<file path="config.mk">
export PLATFORM = sky130hd
export DESIGN_NAME = otp_prog_seq
export DESIGN_NICKNAME = d
export VERILOG_FILES = /design/src/rtl/otp_seq_pkg.sv /design/src/rtl/otp_dwell_timer.sv /design/src/rtl/otp_pulse_ctr.sv /design/src/rtl/otp_prog_seq.sv
export SDC_FILE = /design/constraint.sdc
export NUM_CORES = 1
export LEC_CHECK = 0
export ABC_CLOCK_PERIOD_IN_PS = 3600
export BUFFER_PORTS_ARGS = -buffer_cell sky130_fd_sc_hd__buf_2
export CAP_MARGIN = 20
export CORE_UTILIZATION = 56
export DETAILED_ROUTE_END_ITERATION = 10
export PLACE_DENSITY = 0.81
export SLEW_MARGIN = 30
export SYNTH_ARGS = -nofsm -noshare
export SYNTH_HDL_FRONTEND = slang
export SYNTH_HIERARCHICAL = 1
export SYNTH_SLANG_ARGS = --single-unit
</file>
<file path="constraint.sdc">
create_clock -name clk -period 3.6 [get_ports clk]
set_clock_uncertainty 0.05 [all_clocks]
set_input_delay 1.08 -clock clk [delete_from_list [all_inputs] [get_ports clk]]
set_output_delay 1.08 -clock clk [all_outputs]
set_load 0.05 [all_outputs]
</file>
<file path="src/rtl/otp_seq_pkg.sv">
package otp_seq_pkg;

  typedef enum logic [1:0] {
    K_CODE = 2'b00,
    K_ENC  = 2'b01,
    K_LOCK = 2'b10,
    K_RSVD = 2'b11
  } tgt_kind_e;

  typedef enum logic [3:0] {
    S_IDLE, S_SETUP, S_VUP, S_PLOW, S_PGAP, S_VHOLD, S_AHOLD, S_VFY, S_FIN
  } seq_state_e;

  localparam logic [2:0] MODE_OFF  = 3'b000;
  localparam logic [2:0] MODE_CODE = 3'b001;
  localparam logic [2:0] MODE_ENC  = 3'b010;
  localparam logic [2:0] MODE_LOCK = 3'b100;
  localparam logic [2:0] MODE_VFY  = 3'b011;

  // Address/data window in clock cycles: periods times oscillator count, zero clamped to one.
  function automatic int unsigned osc_window(int unsigned periods, int unsigned osc);
    return periods * ((osc == 0) ? 1 : osc);
  endfunction

  // Microsecond window in clock cycles.
  function automatic int unsigned us_window(int unsigned us, int unsigned cyc_per_us);
    return us * cyc_per_us;
  endfunction

  function automatic int unsigned pulses_for(tgt_kind_e k, int unsigned n_code, int unsigned n_aux);
    return (k == K_CODE) ? n_code : n_aux;
  endfunction

  function automatic logic [2:0] mode_for(tgt_kind_e k);
    case (k)
      K_CODE:  return MODE_CODE;
      K_ENC:   return MODE_ENC;
      K_LOCK:  return MODE_LOCK;
      default: return MODE_OFF;
    endcase
  endfunction

endpackage

</file>
<file path="src/rtl/otp_dwell_timer.sv">
module otp_dwell_timer #(
  parameter int TW = 16
) (
  input  logic          clk,
  input  logic          rst_n,
  input  logic          load,
  input  logic [TW-1:0] load_val,
  output logic          zero
);
  logic [TW-1:0] cnt;

  always_ff @(posedge clk or negedge rst_n) begin
    if (!rst_n)            cnt <= '0;
    else if (load)         cnt <= load_val;
    else if (cnt != '0)    cnt <= cnt - 1'b1;
  end

  assign zero = (cnt == '0);

  // The timer never leaves zero unless it is reloaded (phase lengths cannot wrap).
  assert_timer_no_wrap_R4: assert property (@(posedge clk) disable iff (!rst_n)
    ($past(cnt) == '0 && !$past(load)) |-> cnt == '0);
endmodule

</file>
<file path="src/rtl/otp_pulse_ctr.sv">
module otp_pulse_ctr #(
  parameter int CW = 5
) (
  input  logic          clk,
  input  logic          rst_n,
  input  logic          clr,
  input  logic          inc,
  input  logic [CW-1:0] target,
  output logic          last
);
  logic [CW-1:0] count;

  always_ff @(posedge clk or negedge rst_n) begin
    if (!rst_n)     count <= '0;
    else if (clr)   count <= '0;
    else if (inc)   count <= count + 1'b1;
  end

  assign last = (count == target - 1'b1);

  // Never more pulses than the target asks for.
  assert_pulse_bound_R3: assert property (@(posedge clk) disable iff (!rst_n)
    (!clr && target != '0) |-> count <= target);
endmodule

</file>
<file path="src/rtl/otp_prog_seq.sv">
module otp_prog_seq
  import otp_seq_pkg::*;
#(
  parameter int AW           = 15,
  parameter int DW           = 8,
  parameter int OSC_W        = 8,
  parameter int CYC_PER_US   = 20,
  parameter int PULSE_US     = 95,
  parameter int GAP_US       = 10,
  parameter int VPP_SETUP_US = 10,
  parameter int VPP_HOLD_US  = 10,
  parameter int HOLD_OSC     = 48,
  parameter int CODE_PULSES  = 5,
  parameter int AUX_PULSES   = 25
) (
  input  logic             clk,
  input  logic             rst_n,
  input  logic             cmd_valid,
  input  logic [1:0]       cmd_kind,
  input  logic [AW-1:0]    cmd_addr,
  input  logic [DW-1:0]    cmd_data,
  input  logic [OSC_W-1:0] osc_cycles,
  output logic             busy,
  output logic [AW-1:0]    pin_addr,
  output logic [DW-1:0]    pin_data,
  output logic             data_oe,
  output logic [2:0]       mode_sel,
  output logic             vpp_req,
  output logic             prog_n,
  output logic             vfy_en_n,
  input  logic [DW-1:0]    vfy_data,
  output logic             done,
  output logic             err
);
  localparam int MAXP = (AUX_PULSES > CODE_PULSES) ? AUX_PULSES : CODE_PULSES;
  localparam int CW   = $clog2(MAXP + 1);
  localparam int TW   = $clog2(HOLD_OSC * (2 ** OSC_W) + PULSE_US * CYC_PER_US
                               + GAP_US * CYC_PER_US + 1);
  localparam logic [TW-1:0] LEN_VUP  = TW'(us_window(VPP_SETUP_US, CYC_PER_US) - 1);
  localparam logic [TW-1:0] LEN_LOW  = TW'(us_window(PULSE_US, CYC_PER_US) - 1);
  localparam logic [TW-1:0] LEN_GAP  = TW'(us_window(GAP_US, CYC_PER_US) - 1);
  localparam logic [TW-1:0] LEN_VHLD = TW'(us_window(VPP_HOLD_US, CYC_PER_US) - 1);

  seq_state_e     st, st_nxt;
  tgt_kind_e      r_kind;
  logic [AW-1:0]  r_addr;
  logic [DW-1:0]  r_data;
  logic [TW-1:0]  r_hold;     // H - 1, latched at acceptance
  logic           r_mism;

  // Named internal events
  logic           accept;
  logic           tmr_load;
  logic [TW-1:0]  tmr_val;
  logic           tmr_zero;
  logic           pulse_end;
  logic           pulse_last;
  logic           vfy_sample;
  logic [CW-1:0]  pulse_tgt;

  assign accept     = (st == S_IDLE) && cmd_valid && (tgt_kind_e'(cmd_kind) != K_RSVD);
  assign pulse_end  = (st == S_PLOW) && tmr_zero;
  assign vfy_sample = (st == S_VFY) && tmr_zero;
  assign pulse_tgt  = CW'(pulses_for(r_kind, CODE_PULSES, AUX_PULSES));

  otp_dwell_timer #(.TW(TW)) u_tmr (
    .clk(clk), .rst_n(rst_n), .load(tmr_load), .load_val(tmr_val), .zero(tmr_zero)
  );

  otp_pulse_ctr #(.CW(CW)) u_pc (
    .clk(clk), .rst_n(rst_n), .clr(accept), .inc(pulse_end),
    .target(pulse_tgt), .last(pulse_last)
  );

  always_comb begin
    st_nxt   = st;
    tmr_load = 1'b0;
    tmr_val  = '0;
    case (st)
      S_IDLE: if (accept) begin
        st_nxt   = S_SETUP;
        tmr_load = 1'b1;
        tmr_val  = TW'(osc_window(HOLD_OSC, int'(osc_cycles)) - 1);
      end
      S_SETUP: if (tmr_zero) begin
        st_nxt = S_VUP;  tmr_load = 1'b1; tmr_val = LEN_VUP;
      end
      S_VUP: if (tmr_zero) begin
        st_nxt = S_PLOW; tmr_load = 1'b1; tmr_val = LEN_LOW;
      end
      S_PLOW: if (tmr_zero) begin
        tmr_load = 1'b1;
        if (pulse_last) begin st_nxt = S_VHOLD; tmr_val = LEN_VHLD; end
        else            begin st_nxt = S_PGAP;  tmr_val = LEN_GAP;  end
      end
      S_PGAP: if (tmr_zero) begin
        st_nxt = S_PLOW; tmr_load = 1'b1; tmr_val = LEN_LOW;
      end
      S_VHOLD: if (tmr_zero) begin
        st_nxt = S_AHOLD; tmr_load = 1'b1; tmr_val = r_hold;
      end
      S_AHOLD: if (tmr_zero) begin
        if (r_kind == K_CODE) begin
          st_nxt = S_VFY; tmr_load = 1'b1; tmr_val = r_hold;
        end else begin
          st_nxt = S_FIN;
        end
      end
      S_VFY:   if (tmr_zero) st_nxt = S_FIN;
      S_FIN:   st_nxt = S_IDLE;
      default: st_nxt = S_IDLE;
    endcase
  end

  always_ff @(posedge clk or negedge rst_n) begin
    if (!rst_n) begin
      st     <= S_IDLE;
      r_kind <= K_CODE;
      r_addr <= '0;
      r_data <= '0;
      r_hold <= '0;
      r_mism <= 1'b0;
    end else begin
      st <= st_nxt;
      if (accept) begin
        r_kind <= tgt_kind_e'(cmd_kind);
        r_addr <= cmd_addr;
        r_data <= cmd_data;
        r_hold <= TW'(osc_window(HOLD_OSC, int'(osc_cycles)) - 1);
        r_mism <= 1'b0;
      end else if (vfy_sample) begin
        r_mism <= (vfy_data != r_data);
      end
    end
  end

  logic in_prog_window;
  assign in_prog_window = (st == S_SETUP) || (st == S_VUP) || (st == S_PLOW) ||
                          (st == S_PGAP)  || (st == S_VHOLD) || (st == S_AHOLD);

  assign busy     = (st != S_IDLE);
  assign pin_addr = r_addr;
  assign pin_data = r_data;
  assign data_oe  = in_prog_window;
  assign mode_sel = in_prog_window ? mode_for(r_kind) : ((st == S_VFY) ? MODE_VFY : MODE_OFF);
  assign vpp_req  = (st == S_VUP) || (st == S_PLOW) || (st == S_PGAP) || (st == S_VHOLD);
  assign prog_n   = (st != S_PLOW);
  assign vfy_en_n = (st != S_VFY);
  assign done     = (st == S_FIN);
  assign err      = (st == S_FIN) && r_mism;

  // ---------------- assertions ----------------
  assert_prog_needs_vpp_R6: assert property (@(posedge clk) disable iff (!rst_n)
    !prog_n |-> vpp_req && data_oe);

  assert_vfy_bus_free_R7: assert property (@(posedge clk) disable iff (!rst_n)
    !vfy_en_n |-> !vpp_req && !data_oe && mode_sel == MODE_VFY);

  assert_vfy_only_code_R8: assert property (@(posedge clk) disable iff (!rst_n)
    !vfy_en_n |-> r_kind == K_CODE);

  assert_idle_quiet_R12: assert property (@(posedge clk) disable iff (!rst_n)
    !busy |-> prog_n && !vpp_req && vfy_en_n && !data_oe && mode_sel == MODE_OFF);

  assert_done_pulse_R9: assert property (@(posedge clk) disable iff (!rst_n)
    done |=> !done && !busy);

  assert_err_with_done_R9: assert property (@(posedge clk) disable iff (!rst_n)
    err |-> done);

  assert_addr_held_R2: assert property (@(posedge clk) disable iff (!rst_n)
    (busy && $past(busy)) |-> ($stable(pin_addr) && $stable(pin_data)));

  assert_vpp_rise_no_prog_R6: assert property (@(posedge clk) disable iff (!rst_n)
    $rose(vpp_req) |-> prog_n);
endmodule

</file>
==> results_dict.tcl <==
set metrics [dict create \
    fin_nets 599 \
    route.detailed.drc 0 \
    crit_fanout 3 \
    hold_path_class "flip-flop to flip-flop" \
    cts_tree "done" \
    initial_core_util_pct 57.9 \
    slew_violations 0 \
    synth_cell_type_count 70 \
    tightestPinTransition_ps 818 \
    ys_seq_elements 60 \
    cts_root_buf "clkbuf_8" \
    power_w 0.00373 \
    end_kind "flip-flop" \
    r2r_end "u_tmr/cnt[1]" \
    synth_top_area_share_pct 38.4 \
    place_area_sq_um 4550 \
    p_switching_w 0.00180 \
    status "completed" \
    critical_path_class "primary input to flip-flop" \
    worst-r2r-cell-count 11 \
    crit_buf_inv 2 \
    syn-cell-area_sq_um 3910 \
    ys_top_cells_by_area "dfrtp_1 (38%), nand2_1 (9.0%), xnor2_1 (5.8%)" \
    maxCapViolCount 0 \
    cts.sink_count 60 \
    p_int_w 0.00192 \
    crit_top_cell "ha_1" \
    ys_async_sr_fraction_pct 100 \
    critPathLaunchType "primary input" \
    max_freq_mhz 289 \
    pwr-share-clk_pct 16.2 \
    cpLargestDelayFamily "simple AND/OR/NAND/NOR gates" \
    vdd_drop_max_mv 0.575 \
    path_depth 15 \
    mostFrequentLayoutCell "nand2_1" \
    period_needed_ps 3460 \
    via_count 3453 \
    sw_frac_of_total_pct 48.4 \
    synth_flop_cell "dfrtp_1" \
    finalSetupViolCount 0 \
    clock_latency_ps 330 \
    ioPinCount 77 \
    hold_violations 0 \
    die_h_microns 85.6 \
    power_frac_seq_pct 32.3 \
    syn_to_final_growth_pct 21.7 \
    antenna_cells 0 \
    dieArea_sq_um 7320 \
    required_ps 3770 \
    syn_avg_cell_area_sq_um 8.91 \
    path_cells "buf_2 -> inv_1 -> ha_1 -> nand3_1 -> o211ai_1 -> o21ai_0 -> ha_1 -> a21oi_1 -> xnor2_1 -> or4_4 -> nor2_4 -> nor4b_4 -> xor2_1 -> o21ai_1 -> a22o_1" \
    p_comb_share_pct 51.5 \
    overflow 0 \
    coreArea_sq_um 6760 \
    grt_max_degree 33 \
    hold_start "r_hold[4]" \
    cp-startpoint "osc_cycles[6]" \
    critPathCapture "u_tmr/cnt[13]" \
    p_leak_nw 2.47 \
    pre_cts_ws_ps -188 \
    port_buffers 76 \
    slew_headroom_pct 44.6 \
    dp_hpwl_microns 6560 \
    drt-initial-drc-count 148 \
    slowest_delay_ps 460 \
    gp_congestion 0.828 \
    layout-drive-gt1-share_pct 27.1 \
    synth_edf_count 0 \
    vias_per_cell 5.52 \
    path_clk_slew_ps 70 \
    setup_slack_ps 141 \
    holdWs_ps 427 \
    arrival_ps 3630 \
    drt_first_pass_iters 4 \
    final_cell_mix "nand2_1 (94), buf_2 (76), dfrtp_1 (60)" \
    min_period_over_period_pct 96.1 \
    yosysTopAreaCell "dfrtp_1" \
    finalInstanceArea_sq_um 4760 \
    wirelength_microns 8810 \
    rrSetupSlack_ps 680 \
    wl_per_cell_microns 14.1 \
    track_usage_pct 25.4 \
    max-clock-path-buffers 2 \
    synth-warning-count 6 \
    grt_pass1_wl_microns 14700 \
    grt_antenna_before_repair 0 \
    die_w_microns 85.6 \
    hold_buffers 0 \
    fin_setup_tns_ps 0 \
    placementRows 30 \
    ys_seq_area_share_pct 38.4 \
    numCtsBuffers 9 \
    htree_levels 3 \
    detail-route-antenna-nets 0 \
    grt_pass1_vias 3304 \
    r2r-start "u_tmr/cnt[0]" \
    critPathSlowestCell "or4_4" \
    pwr_density_cell_nw_per_um2 783 \
    synth_cells 439 \
]
[routing by layer]
| metal | GRT usage (%) | up-vias | part of all wire (%) |
|---|---|---|---|
| met4 | 7.12 | 0 | 0.83 |
| met1 | 32.2 | 1637 | 44 |
| met3 | 5.00 | 9 | 3.9 |
| li1 | - | 1722 | - |
| met2 | 44.4 | 85 | 51 |
| met5 | 0 | - | 0 |
[worst reg2reg max path: stages, from the launching register on]
cell      delay, ps
dfrtp_1         430
inv_1           110
ha_1            190
nor3b_4         340
and4_1          550
inv_1           200
nor3_1          220
buf_4           210
a21oi_1         110
nand2_1         100
inv_1            60
a221oi_2        260
[stage by stage]
| stage | cells | utilization (%) |
|---|---|---|
| floorplan | 442 | - |
| finish | 626 | 70.4 |
| global placement | 609 | 67.3 |
| global route | 626 | 70.4 |
| CTS | 625 | 70.3 |
| detailed placement | 609 | 67.3 |
[flip-flops by register name, summed over array words and instances (netlist names)]
name        count
r_hold         11
u_pc/count      5
u_tmr/cnt      14
r_mism          1
r_kind          2
st              4
pin_data        8
pin_addr       15
[area by class of cell]
type | count | area (sq um)
clock inverter | 7 | 75.1
sequential | 60 | 1500
fill | 548 | 2000
tap | 80 | 100
clock buffer | 9 | 124
multi-input combinational | 343 | 2260
inverter | 18 | 67.6
timing repair buffer | 109 | 628
[cell usage after synthesis (2+ instances only)]
cell       n
nand3b_1   2
nor2_1    26
mux2_2     2
o211ai_1   5
nand3_1    9
and2_1     5
nor4_1     5
o21ai_0    7
dfrtp_1   60
o22a_1     2
inv_1     16
nor2_4     2
nor2b_1    5
a21o_1    11
xnor2_1   26
and3_1     4
nor3_1     7
xor2_1    10
a21oi_1   12
a31o_1     2
a311oi_1   2
o31ai_1    7
o21ai_1    7
conb_1     2
or3_1      2
nand2b_1   8
ha_1      14
nand2_1   94
buf_1      5
mux2i_1    3
nor3b_1    5
buf_2      3
a22o_1     7
or2_1      2
clkbuf_1   9
a21o_2     2
buf_6      3
nand4_1    5
inv_2      2
nand4b_1   2
a211o_1    8
[worst min path at each step]
stage	endpoint	slack, ps	depth (start not counted)
3_5_place_dp	pin_addr[10]	410	2
4_1_cts	pin_addr[10]	430	2
6_report	r_hold[4]	430	1
5_1_grt	pin_addr[0]	440	2
3_3_place_gp	r_hold[3]	400	1
2_1_floorplan	r_hold[3]	390	1
[power groups by stage]
| stage | Sequential [W] | Clock, W | Combinational, W |
|---|---|---|---|
| 6_report | 0.00120 | 0.000603 | 0.00192 |
| 5_1_grt | 0.00124 | 0.000643 | 0.00208 |
| 4_1_cts | 0.00120 | 0.000612 | 0.00192 |
| 3_5_place_dp | 0.00120 | 0 | 0.00192 |
| 3_3_place_gp | 0.00119 | 0 | 0.00186 |
| 2_1_floorplan | 0.00156 | 0 | 0.00111 |
[what timing repair did]
action / in CTS / in global routing
endpoints found under the setup margin: 0 / 3
endpoints found under the hold margin: 0 / 0
gates resized for setup: 0 / 1
setup buffers: 0 / 1
[kinds of logic (layout without fill, tap and decap cells)]
logic type | after synthesis | after routing | share of synthesized area, %
simple gates | 197 | 197 | 26.2
fa+ha+maj | 14 | 14 | 4.48
compound gates | 85 | 85 | 16.2
buf+inv | 39 | 143 | 4.45
xor+xnor | 37 | 37 | 8.77
mux | 5 | 5 | 1.34
flops | 60 | 60 | 38.4
other cells | 2 | 5 | 0.192
Power figures use the tool's default switching activity.
